`src/rtl/pinbank_pkg.sv`:
```
package pinbank_pkg;

    localparam int DATA_W = 32;
    localparam int ADDR_W = 8;

    typedef enum logic [3:0] {
        RG_NONE,
        RG_MODE,
        RG_DIR,
        RG_DOUT,
        RG_DIN,
        RG_STAT,
        RG_CLR,
        RG_MASK,
        RG_UNMASK,
        RG_POL,
        RG_EDGE,
        RG_FILT,
        RG_SRC,
        RG_BOTH
    } reg_sel_e;

    typedef struct packed {
        logic [DATA_W-1:0] mode;
        logic [DATA_W-1:0] dir;
        logic [DATA_W-1:0] dout;
        logic [DATA_W-1:0] pol;
        logic [DATA_W-1:0] lvl_edge;
        logic [DATA_W-1:0] filt;
        logic [DATA_W-1:0] src;
        logic [DATA_W-1:0] both;
    } cfg_t;

    function automatic reg_sel_e decode_addr(input logic [ADDR_W-1:0] a);
        reg_sel_e s;
        case (a)
            8'h00:   s = RG_MODE;
            8'h04:   s = RG_DIR;
            8'h08:   s = RG_DOUT;
            8'h0C:   s = RG_DIN;
            8'h10:   s = RG_STAT;
            8'h14:   s = RG_CLR;
            8'h18:   s = RG_MASK;
            8'h1C:   s = RG_UNMASK;
            8'h20:   s = RG_POL;
            8'h24:   s = RG_EDGE;
            8'h28:   s = RG_FILT;
            8'h40:   s = RG_SRC;
            8'h4C:   s = RG_BOTH;
            default: s = RG_NONE;
        endcase
        return s;
    endfunction

    function automatic logic [DATA_W-1:0] line_mask(input int n);
        logic [DATA_W-1:0] m;
        for (int i = 0; i < DATA_W; i++) m[i] = (i < n);
        return m;
    endfunction

endpackage

```
`src/rtl/pinbank_sync.sv`:
```
module pinbank_sync #(
    parameter int WIDTH  = 32,
    parameter int STAGES = 2
) (
    input  logic             clk,
    input  logic             rst,
    input  logic [WIDTH-1:0] d,
    output logic [WIDTH-1:0] q
);
    logic [WIDTH-1:0] stage [STAGES];

    always_ff @(posedge clk) begin
        if (rst) begin
            for (int s = 0; s < STAGES; s++) stage[s] <= '0;
        end else begin
            stage[0] <= d;
            for (int s = 1; s < STAGES; s++) stage[s] <= stage[s-1];
        end
    end

    assign q = stage[STAGES-1];
endmodule

```
`src/rtl/pinbank_cfg.sv`:
```
module pinbank_cfg
    import pinbank_pkg::*;
#(
    parameter int N_LINES = 32
) (
    input  logic              clk,
    input  logic              rst,
    input  logic              we,
    input  reg_sel_e          sel,
    input  logic [DATA_W-1:0] wdata,
    output cfg_t              cfg
);
    localparam logic [DATA_W-1:0] LMASK = line_mask(N_LINES);

    logic [DATA_W-1:0] wv;
    assign wv = wdata & LMASK;

    always_ff @(posedge clk) begin
        if (rst) begin
            cfg <= '0;
        end else if (we) begin
            case (sel)
                RG_MODE: cfg.mode     <= wv;
                RG_DIR:  cfg.dir      <= wv;
                RG_DOUT: cfg.dout     <= wv;
                RG_POL:  cfg.pol      <= wv;
                RG_EDGE: cfg.lvl_edge <= wv;
                RG_FILT: cfg.filt     <= wv;
                RG_SRC:  cfg.src      <= wv;
                RG_BOTH: cfg.both     <= wv;
                default: ;
            endcase
        end
    end

    // a direction write is held on the following cycle
    assert_dir_store_R2: assert property (@(posedge clk) disable iff (rst)
        (we && sel == RG_DIR) |=> (cfg.dir == ($past(wdata) & LMASK)));

    // a write to an unlisted offset leaves every setting alone
    assert_unmapped_ignored_R10: assert property (@(posedge clk) disable iff (rst)
        (we && sel == RG_NONE) |=> $stable(cfg));
endmodule

```
`src/rtl/pinbank_irq.sv`:
```
module pinbank_irq
    import pinbank_pkg::*;
#(
    parameter int N_LINES = 32
) (
    input  logic               clk,
    input  logic               rst,
    input  logic               we,
    input  reg_sel_e           sel,
    input  logic [DATA_W-1:0]  wdata,
    input  logic [N_LINES-1:0] hit,
    input  logic [N_LINES-1:0] mode,
    output logic [N_LINES-1:0] status,
    output logic [N_LINES-1:0] enable,
    output logic               irq
);
    logic [N_LINES-1:0] set_v, clr_v, wv;

    assign wv    = wdata[N_LINES-1:0];
    assign set_v = hit & mode;
    assign clr_v = (we && sel == RG_CLR) ? wv : '0;

    always_ff @(posedge clk) begin
        if (rst) begin
            status <= '0;
            enable <= '0;
        end else begin
            status <= (status & ~clr_v) | set_v;
            if (we && sel == RG_MASK)
                enable <= enable & ~wv;
            else if (we && sel == RG_UNMASK)
                enable <= enable | wv;
        end
    end

    assign irq = |(status & enable);

    // a reported event on an interrupt-mode line is latched, even against a clear
    assert_status_set_R7: assert property (@(posedge clk) disable iff (rst)
        (|(hit & mode)) |=> ((status & $past(hit & mode)) == $past(hit & mode)));

    // a clear with no coincident event empties the bit
    assert_status_clear_R7: assert property (@(posedge clk) disable iff (rst)
        (we && sel == RG_CLR) |=> ((status & $past(wdata[N_LINES-1:0] & ~(hit & mode))) == '0));

    // enabling sets exactly the written ones without dropping others
    assert_unmask_R8: assert property (@(posedge clk) disable iff (rst)
        (we && sel == RG_UNMASK) |=> (enable == ($past(enable) | $past(wdata[N_LINES-1:0]))));
endmodule

```
`src/rtl/pinbank_ctrl.sv`:
```
module pinbank_ctrl
    import pinbank_pkg::*;
#(
    parameter int N_LINES = 32
) (
    input  logic               clk,
    input  logic               rst,
    input  logic [7:0]         bus_addr,
    input  logic               bus_we,
    input  logic [31:0]        bus_wdata,
    output logic [31:0]        bus_rdata,
    input  logic [N_LINES-1:0] pad_in,
    input  logic [N_LINES-1:0] alt_data,
    input  logic [N_LINES-1:0] sense_hit,
    output logic [N_LINES-1:0] pad_out,
    output logic [N_LINES-1:0] pad_oe,
    output logic [N_LINES-1:0] cfg_irq_mode,
    output logic [N_LINES-1:0] cfg_polarity,
    output logic [N_LINES-1:0] cfg_edge,
    output logic [N_LINES-1:0] cfg_both,
    output logic [N_LINES-1:0] cfg_filter,
    output logic               irq_out
);
    localparam int SYNC_STAGES = 2;

    reg_sel_e           sel;
    cfg_t               cfg;
    logic [N_LINES-1:0] pin_q, stat, ena;
    logic [N_LINES-1:0] dir, dout, src, din_view;

    assign sel = decode_addr(bus_addr);

    pinbank_cfg #(.N_LINES(N_LINES)) u_cfg (
        .clk(clk), .rst(rst), .we(bus_we), .sel(sel), .wdata(bus_wdata), .cfg(cfg)
    );

    pinbank_irq #(.N_LINES(N_LINES)) u_irq (
        .clk(clk), .rst(rst), .we(bus_we), .sel(sel), .wdata(bus_wdata),
        .hit(sense_hit), .mode(cfg.mode[N_LINES-1:0]),
        .status(stat), .enable(ena), .irq(irq_out)
    );

    pinbank_sync #(.WIDTH(N_LINES), .STAGES(SYNC_STAGES)) u_sync (
        .clk(clk), .rst(rst), .d(pad_in), .q(pin_q)
    );

    assign dir  = cfg.dir[N_LINES-1:0];
    assign dout = cfg.dout[N_LINES-1:0];
    assign src  = cfg.src[N_LINES-1:0];

    genvar g;
    generate
        for (g = 0; g < N_LINES; g++) begin : g_line
            assign pad_out[g]  = src[g] ? alt_data[g] : dout[g];
            assign pad_oe[g]   = dir[g] & ~cfg.mode[g];
            assign din_view[g] = dir[g] ? dout[g] : pin_q[g];
        end
    endgenerate

    assign cfg_irq_mode = cfg.mode[N_LINES-1:0];
    assign cfg_polarity = cfg.pol[N_LINES-1:0];
    assign cfg_edge     = cfg.lvl_edge[N_LINES-1:0];
    assign cfg_both     = cfg.both[N_LINES-1:0];
    assign cfg_filter   = cfg.filt[N_LINES-1:0];

    always_ff @(posedge clk) begin
        if (rst) begin
            bus_rdata <= '0;
        end else begin
            case (sel)
                RG_MODE: bus_rdata <= cfg.mode;
                RG_DIR:  bus_rdata <= cfg.dir;
                RG_DOUT: bus_rdata <= cfg.dout;
                RG_DIN:  bus_rdata <= 32'(din_view);
                RG_STAT: bus_rdata <= 32'(stat);
                RG_MASK: bus_rdata <= 32'(ena);
                RG_POL:  bus_rdata <= cfg.pol;
                RG_EDGE: bus_rdata <= cfg.lvl_edge;
                RG_FILT: bus_rdata <= cfg.filt;
                RG_SRC:  bus_rdata <= cfg.src;
                RG_BOTH: bus_rdata <= cfg.both;
                default: bus_rdata <= '0;
            endcase
        end
    end

    // the cycle after reset everything visible is quiet
    assert_reset_quiet_R1: assert property (@(posedge clk) disable iff (rst)
        $past(rst) |-> (bus_rdata == '0 && pad_oe == '0 && !irq_out));

    // a line switched to interrupt mode never drives
    assert_oe_io_only_R3: assert property (@(posedge clk) disable iff (rst)
        ((pad_oe & cfg_irq_mode) == '0));

    // write-only and unlisted offsets return zero
    assert_wo_reads_zero_R10: assert property (@(posedge clk) disable iff (rst)
        (sel == RG_CLR || sel == RG_UNMASK || sel == RG_NONE) |=> (bus_rdata == '0));
endmodule

```
`config.mk`:
```
export PLATFORM = sky130hd
export DESIGN_NAME = pinbank_ctrl
export DESIGN_NICKNAME = d
export VERILOG_FILES = /design/src/rtl/pinbank_pkg.sv /design/src/rtl/pinbank_sync.sv /design/src/rtl/pinbank_cfg.sv /design/src/rtl/pinbank_irq.sv /design/src/rtl/pinbank_ctrl.sv
export SDC_FILE = /design/constraint.sdc
export NUM_CORES = 1
export LEC_CHECK = 0
export BUFFER_PORTS_ARGS = -buffer_cell sky130_fd_sc_hd__buf_4
export CAP_MARGIN = 20
export CORE_MARGIN = 5
export CORE_UTILIZATION = 60
export DETAILED_ROUTE_END_ITERATION = 7
export PLACE_DENSITY_LB_ADDON = 0.15
export SYNTH_ARGS = -nofsm -noshare
export SYNTH_HDL_FRONTEND = slang
export SYNTH_HIERARCHICAL = 1
export SYNTH_SLANG_ARGS = --single-unit
```
`constraint.sdc`:
```
create_clock -name clk -period 8.8 [get_ports clk]
set_input_delay 1.76 -clock clk [delete_from_list [all_inputs] [get_ports clk]]
set_output_delay 1.76 -clock clk [all_outputs]
set_load 0.01 [all_outputs]
```
Word level (Yosys, flattened, before mapping)
Memory sizes are Yosys's and may differ from the RTL's.
Cells that the tools add are included.
{"block": "op_classes", "reduce_logical": 14, "n_mux": 74, "bitwise": 74, "eq_ne": 25}
{"op": "32-bit one-hot mux with 11 select lines", "count": 1}
{"op": "32-bit two-way mux", "count": 5}
{"op": "32-bit AND", "count": 4}
{"op": "1-bit two-way mux", "count": 67}
{"op": "32-bit NOT", "count": 2}
{"op": "32-bit bitwise OR", "count": 2}
{"op": "4-bit one-hot mux with 13 select lines", "count": 1}
{"op": "1-bit AND", "count": 32}
{"op": "8-bit by 5-bit == test with 1-bit output (second input constant)", "count": 4}
{"op": "1-bit NOT", "count": 32}
{"op": "32-bit OR reduction", "count": 1}
{"op": "4-bit == test (second input constant)", "count": 6}
{"op": "8-bit by 6-bit == test with 1-bit output (second input constant)", "count": 3}
{"op": "4-bit by 3-bit == test with 1-bit output (second input constant)", "count": 4}
{"op": "8-bit by 4-bit == test with 1-bit output (second input constant)", "count": 2}
{"op": "8-bit by 7-bit == test with 1-bit output (second input constant)", "count": 2}
{"op": "2-bit AND reduction", "count": 8}
{"op": "4-bit by 2-bit == test with 1-bit output (second input constant)", "count": 2}
{"op": "8-bit by 3-bit == test with 1-bit output (second input constant)", "count": 1}
{"op": "8-bit logical NOT", "count": 1}
{"op": "4-bit by 1-bit == test with 1-bit output (second input constant)", "count": 1}
{"op": "1-bit logical AND", "count": 3}
{"op": "1-bit bitwise OR", "count": 2}
{"op": "2-bit nonzero test", "count": 1}
{"block": "word_totals", "elab_cells": 199, "output_inout_bits": 257, "ramBits": 64, "register_bits": 352, "mem_count": 1, "in_bits": 139}
{"memory": "u_sync.stage", "words": 2, "word_bits": 32, "rd": 2, "rd_clocked_by_memory_dff": 0, "write_ports": 2, "line_no": "pinbank_sync.sv:10", "rtl": "logic [WIDTH-1:0] stage [STAGES];"}

Logic depth before layout (Yosys ltp)
{"block": "depth", "depth_word": 8, "mapped_depth": 12, "mapped_depth_nobuf": 7}

Hierarchy
Netlist, hierarchy kept.
{"mod": "pinbank_cfg", "area_per_inst_um2": 10157.2, "seq_area_each_um2": 5124.9, "cells_per_inst": 904, "n_inst": 1}
{"mod": "pinbank_ctrl", "area_per_inst_um2": 4668.2, "seq_area_each_um2": 640.6, "cells_per_inst": 607, "n_inst": 1}
{"mod": "pinbank_irq", "area_per_inst_um2": 2830.2, "seq_area_each_um2": 1281.2, "cells_per_inst": 304, "n_inst": 1}
{"mod": "pinbank_sync", "area_per_inst_um2": 2158.3, "seq_area_each_um2": 1281.2, "cells_per_inst": 167, "n_inst": 1}

Least setup slack after synthesis
No wires, ideal clock.
{"block": "synth_path", "path_type": "input to register", "start": "in bus_addr[4]", "end": "reg (tool-made name)", "stages": 8, "setup_time_ns": 0.146, "n_path_buf": 3, "t_required_ns": 8.654, "path_slack_ns": 4.434, "arrival_time_ns": 4.220, "path_cell_list": "buf_4 > buf_4 > a211oi_2 > nor3b_1 > nand4b_1 > nor2_1 > buf_4 > a211oi_2"}
{"item": "start: declaration", "line_no": "pinbank_ctrl.sv:8", "rtl": "input logic [7:0] bus_addr,"}

Final worst setup path
{"block": "layout_path", "start": "in bus_addr[2]", "end": "reg u_cfg/cfg[5] (netlist name)"}
{"block": "layout_between", "elab_chain_cells": 4, "word_cells_on_any_way": 16, "classes_between": "eq/ne (13); mux (1); reduce/logical (2)"}
{"item": "8-bit by 7-bit == test with 1-bit output, or another cell as far along", "line_no": "pinbank_pkg.sv:36", "rtl": "case (a)"}
{"item": "4-bit one-hot mux with 13 select lines *", "line_no": "pinbank_pkg.sv:36"}
{"item": "net sel[0]", "line_no": "pinbank_ctrl.sv:26", "rtl": "reg_sel_e sel;"}
{"item": "4-bit == test *", "line_no": "pinbank_cfg.sv:22", "rtl": "case (sel)"}
{"item": "2-bit AND reduction (no source line) *"}
Mark *: on every way through the listed nets, which the timed path passes. The rest lies on a longest branch.
A chain may end at the register's enable or synchronous reset.

==> flow_summary.toml <==
[run_status]
status = "finished, final reports clean"

[clock_network]
clock_latency_ns = 0.56
clock-sinks = 416
cts_setup_buffers = 0
cts-resized-gates = 0
clockBufferDepth = 3
cts_max_level = 2
cts_inserted_buffers = 43
cts_tree = "done"
hold_buffers = 0
clk_pin_slew_worst_paths_ns = 0.07
root_buffer = "clkbuf_16"

[detailed_routing]
via_count = 17378
drc = 0
first_iter_violations = 2487
wl_per_cell_um = 26.5
dr.pass1.iters = 8
routed_wl_um = 71900
antenna_left = 0
vias_per_cell = 6.40

[cells_and_area]
utilization_pct = 73.3
drive_gt1_share_pct = 28.9
fillers = 2420
area_delta_synth_final_pct = 20.4
fin_nets = 2378
final_area_mm2 = 0.0239
fin_cells = 2717

[yosys]
yosys_warnings = 6
syn_nets = 2121
synth_area_mm2 = 0.0198
syn_inst = 1982
ys_types = 77
synth-edff-count = 0
yosys_register_bits = 416
syn-mean-instance-area_um2 = 10.0
async_reset_ff_share_pct = 0
seq_area_frac_synth_pct = 42.0
ys.flop_type = "dfxtp_1"

[floorplanning]
dieArea_mm2 = 0.0368
fp.coreArea_mm2 = 0.0325
dieHeight_um = 192
pin_count = 396
die_w_um = 192
initial_utilization_pct = 60.9
row_count = 66

[power_and_ir_drop]
power_density_mw_per_mm2 = 177
vdd_drop_max_v = 0.000116
leakage_nw = 10.5

[global_routing]
overflow = 0
antenna_found_initial = 5
grt_usage_pct = 36.8
grt_pass1_wl_um = 103000
grt_pass1_vias = 16708
grt_max_degree = 235

[placed_design]
portBuffers = 395
dp_cells = 2635
place_hpwl_um = 47000
placed_cell_area_mm2 = 0.0222
place_congestion = 0.933

[worst_setup_path]
path_cells = "buf_4 > and4bb_2 > and2_4 > or2_2 > nor2b_4 > nand4_4 > mux2i_1"
worstSetupPathType = "in -> reg"
arrival_ns = 5.94
path_max_fanout = 39
cp-end-kind = "register"
worst_setup_path_start_kind = "input pin"
crit_path_max_incr_delay_ns = 0.89
worstPathRequired_ns = 9.25
cpMaxStageDelayCell = "and4bb_2"

[sta]
holdWs_ns = 0.434
hold_viol = 0
tightest_slew_ns = 1.20
min_period_over_period_pct = 62.5
setup_viol = 0
period_needed_ns = 5.50
fin_setup_tns_ns = 0
rsz0062_at_grt = "false"
slew_violations = 0
max_slew_margin_pct = 19.9
finClkSkew_ns = 0.0200
max_freq_mhz = 182

[hold_path]
hold_class = "reg -> reg"

[job]
cap_violations = 0
[registers in the layout, indices dropped and copies added, names as in the netlist, named ones only]
signal,count
u_irq/status,32
bus_rdata,32
u_sync/stage,64
u_cfg/cfg,256
[kinds of logic (layout without fill, tap and decap cells)]
| group | after synthesis | in the layout | share of synthesized area [%] |
|---|---|---|---|
| multiplexers | 310 | 310 | 15.9 |
| flip-flops | 416 | 416 | 42.0 |
| buffers and inverters | 219 | 510 | 7.00 |
| other | 0 | 2 | 0 |
| AND/OR/NAND/NOR | 653 | 653 | 21.0 |
| AO/OA/AOI/OAI | 383 | 383 | 14.0 |
| XOR/XNOR | 1 | 1 | 0.0821 |
[synthesized netlist by cell type (6+ instances only)]
master	instances	share of area, %
inv_1	8	0.15
a222oi_1	19	0.96
buf_1	14	0.27
nand2b_1	334	11
a221oi_1	13	0.57
mux2i_1	274	14
a22oi_1	46	1.7
nand2_1	94	1.8
nor2b_2	61	2.7
and2_1	7	0.22
a211oi_2	31	2.0
a31oi_1	56	1.8
buf_4	47	1.8
clkbuf_1	68	1.3
nor2_1	34	0.64
a21oi_1	64	1.6
nor2b_1	37	1.2
buf_2	39	0.99
o21ai_0	63	1.6
dfxtp_1	416	42
nand3b_1	12	0.45
a41oi_1	9	0.40
o211ai_1	6	0.23
buf_6	38	2.2
o22ai_1	17	0.54
a32oi_1	7	0.31
mux2_2	36	2.0
nand3_1	15	0.38
o2111ai_1	10	0.44
and3b_1	6	0.27
a22o_1	18	0.80
[worst paths after layout]
path / startpoint / endpoint / slack [ns] / cells past startpoint
hold reg to reg: u_sync/stage[0][1] / u_sync/stage[0][33] / 0.43 / 1
setup / recovery: bus_addr[2] / u_cfg/cfg[5] / 3.30 / 7
setup reg to reg: u_cfg/cfg[200] / bus_rdata[8] / 7.26 / 5
hold / removal: u_sync/stage[0][1] / u_sync/stage[0][33] / 0.43 / 1
[final cells by class]
cell class	count	area, um^2	share of cell area [%]
diodes	2	5.00	0.0210
clock buffers	56	1200	5.01
clock inverters	23	397	1.66
inverters	8	30.0	0.126
multi-input cells	1347	10100	42.4
flip-flops and latches	416	8330	34.9
well taps	442	553	2.32
repair buffers	423	3220	13.5
[where the power goes]
| part | switching, mW | internal (mW) | total (mW) |
|---|---|---|---|
| Sequential | 0.00909 | 1.90 | 1.91 |
| Clock | 0.791 | 1.26 | 2.05 |
| Combinational | 0.152 | 0.104 | 0.256 |
| Total | 0.953 | 3.26 | 4.22 |
[worst max-delay path: cells and delay by family]
kind	cells	cell delay [ns]
AND/OR/NAND/NOR	5	3.46
multiplexers	1	0.47
buffers and inverters	1	0.23
[routing by layer]
metal	GRT usage [%]	vias to the layer above	part of all wire [%]
met1	48.1	8303	38
li1	-	7476	-
met4	17.3	6	5.6
met3	9.11	298	12
met2	57.4	1295	45
met5	0	-	0.058
[through the flow]
stage | total power [mW] | setup slack (ns)
detailed placement | 2.20 | 2.96
global placement | 2.19 | 3.08
finish | 4.22 | 3.30
CTS | 4.20 | 3.54
global route | 4.31 | 3.34
floorplan | 2.10 | 4.43
[layout by cell type, fill, tap and decap left out, types with 8 or more instances in the layout]
master / netlist / layout
buf_4: 47 / 419
dfxtp_1: 416 / 416
nor2b_1: 37 / 37
mux2i_1: 274 / 274
a41oi_1: 9 / 9
nor2_1: 34 / 33
a211oi_2: 31 / 31
bufinv_16: 0 / 10
o2111ai_1: 10 / 10
clkbuf_16: 0 / 44
mux2_2: 36 / 36
inv_1: 8 / 8
nor2b_2: 61 / 61
a222oi_1: 19 / 19
a221oi_1: 13 / 13
nand2_1: 94 / 94
nand3b_1: 12 / 12
a21oi_1: 64 / 64
a22oi_1: 46 / 46
nand3_1: 15 / 15
nand2b_1: 334 / 334
o22ai_1: 17 / 17
a31oi_1: 56 / 56
o21ai_0: 63 / 63
a22o_1: 18 / 18
No activity file was read; power rests on OpenSTA's default activity.
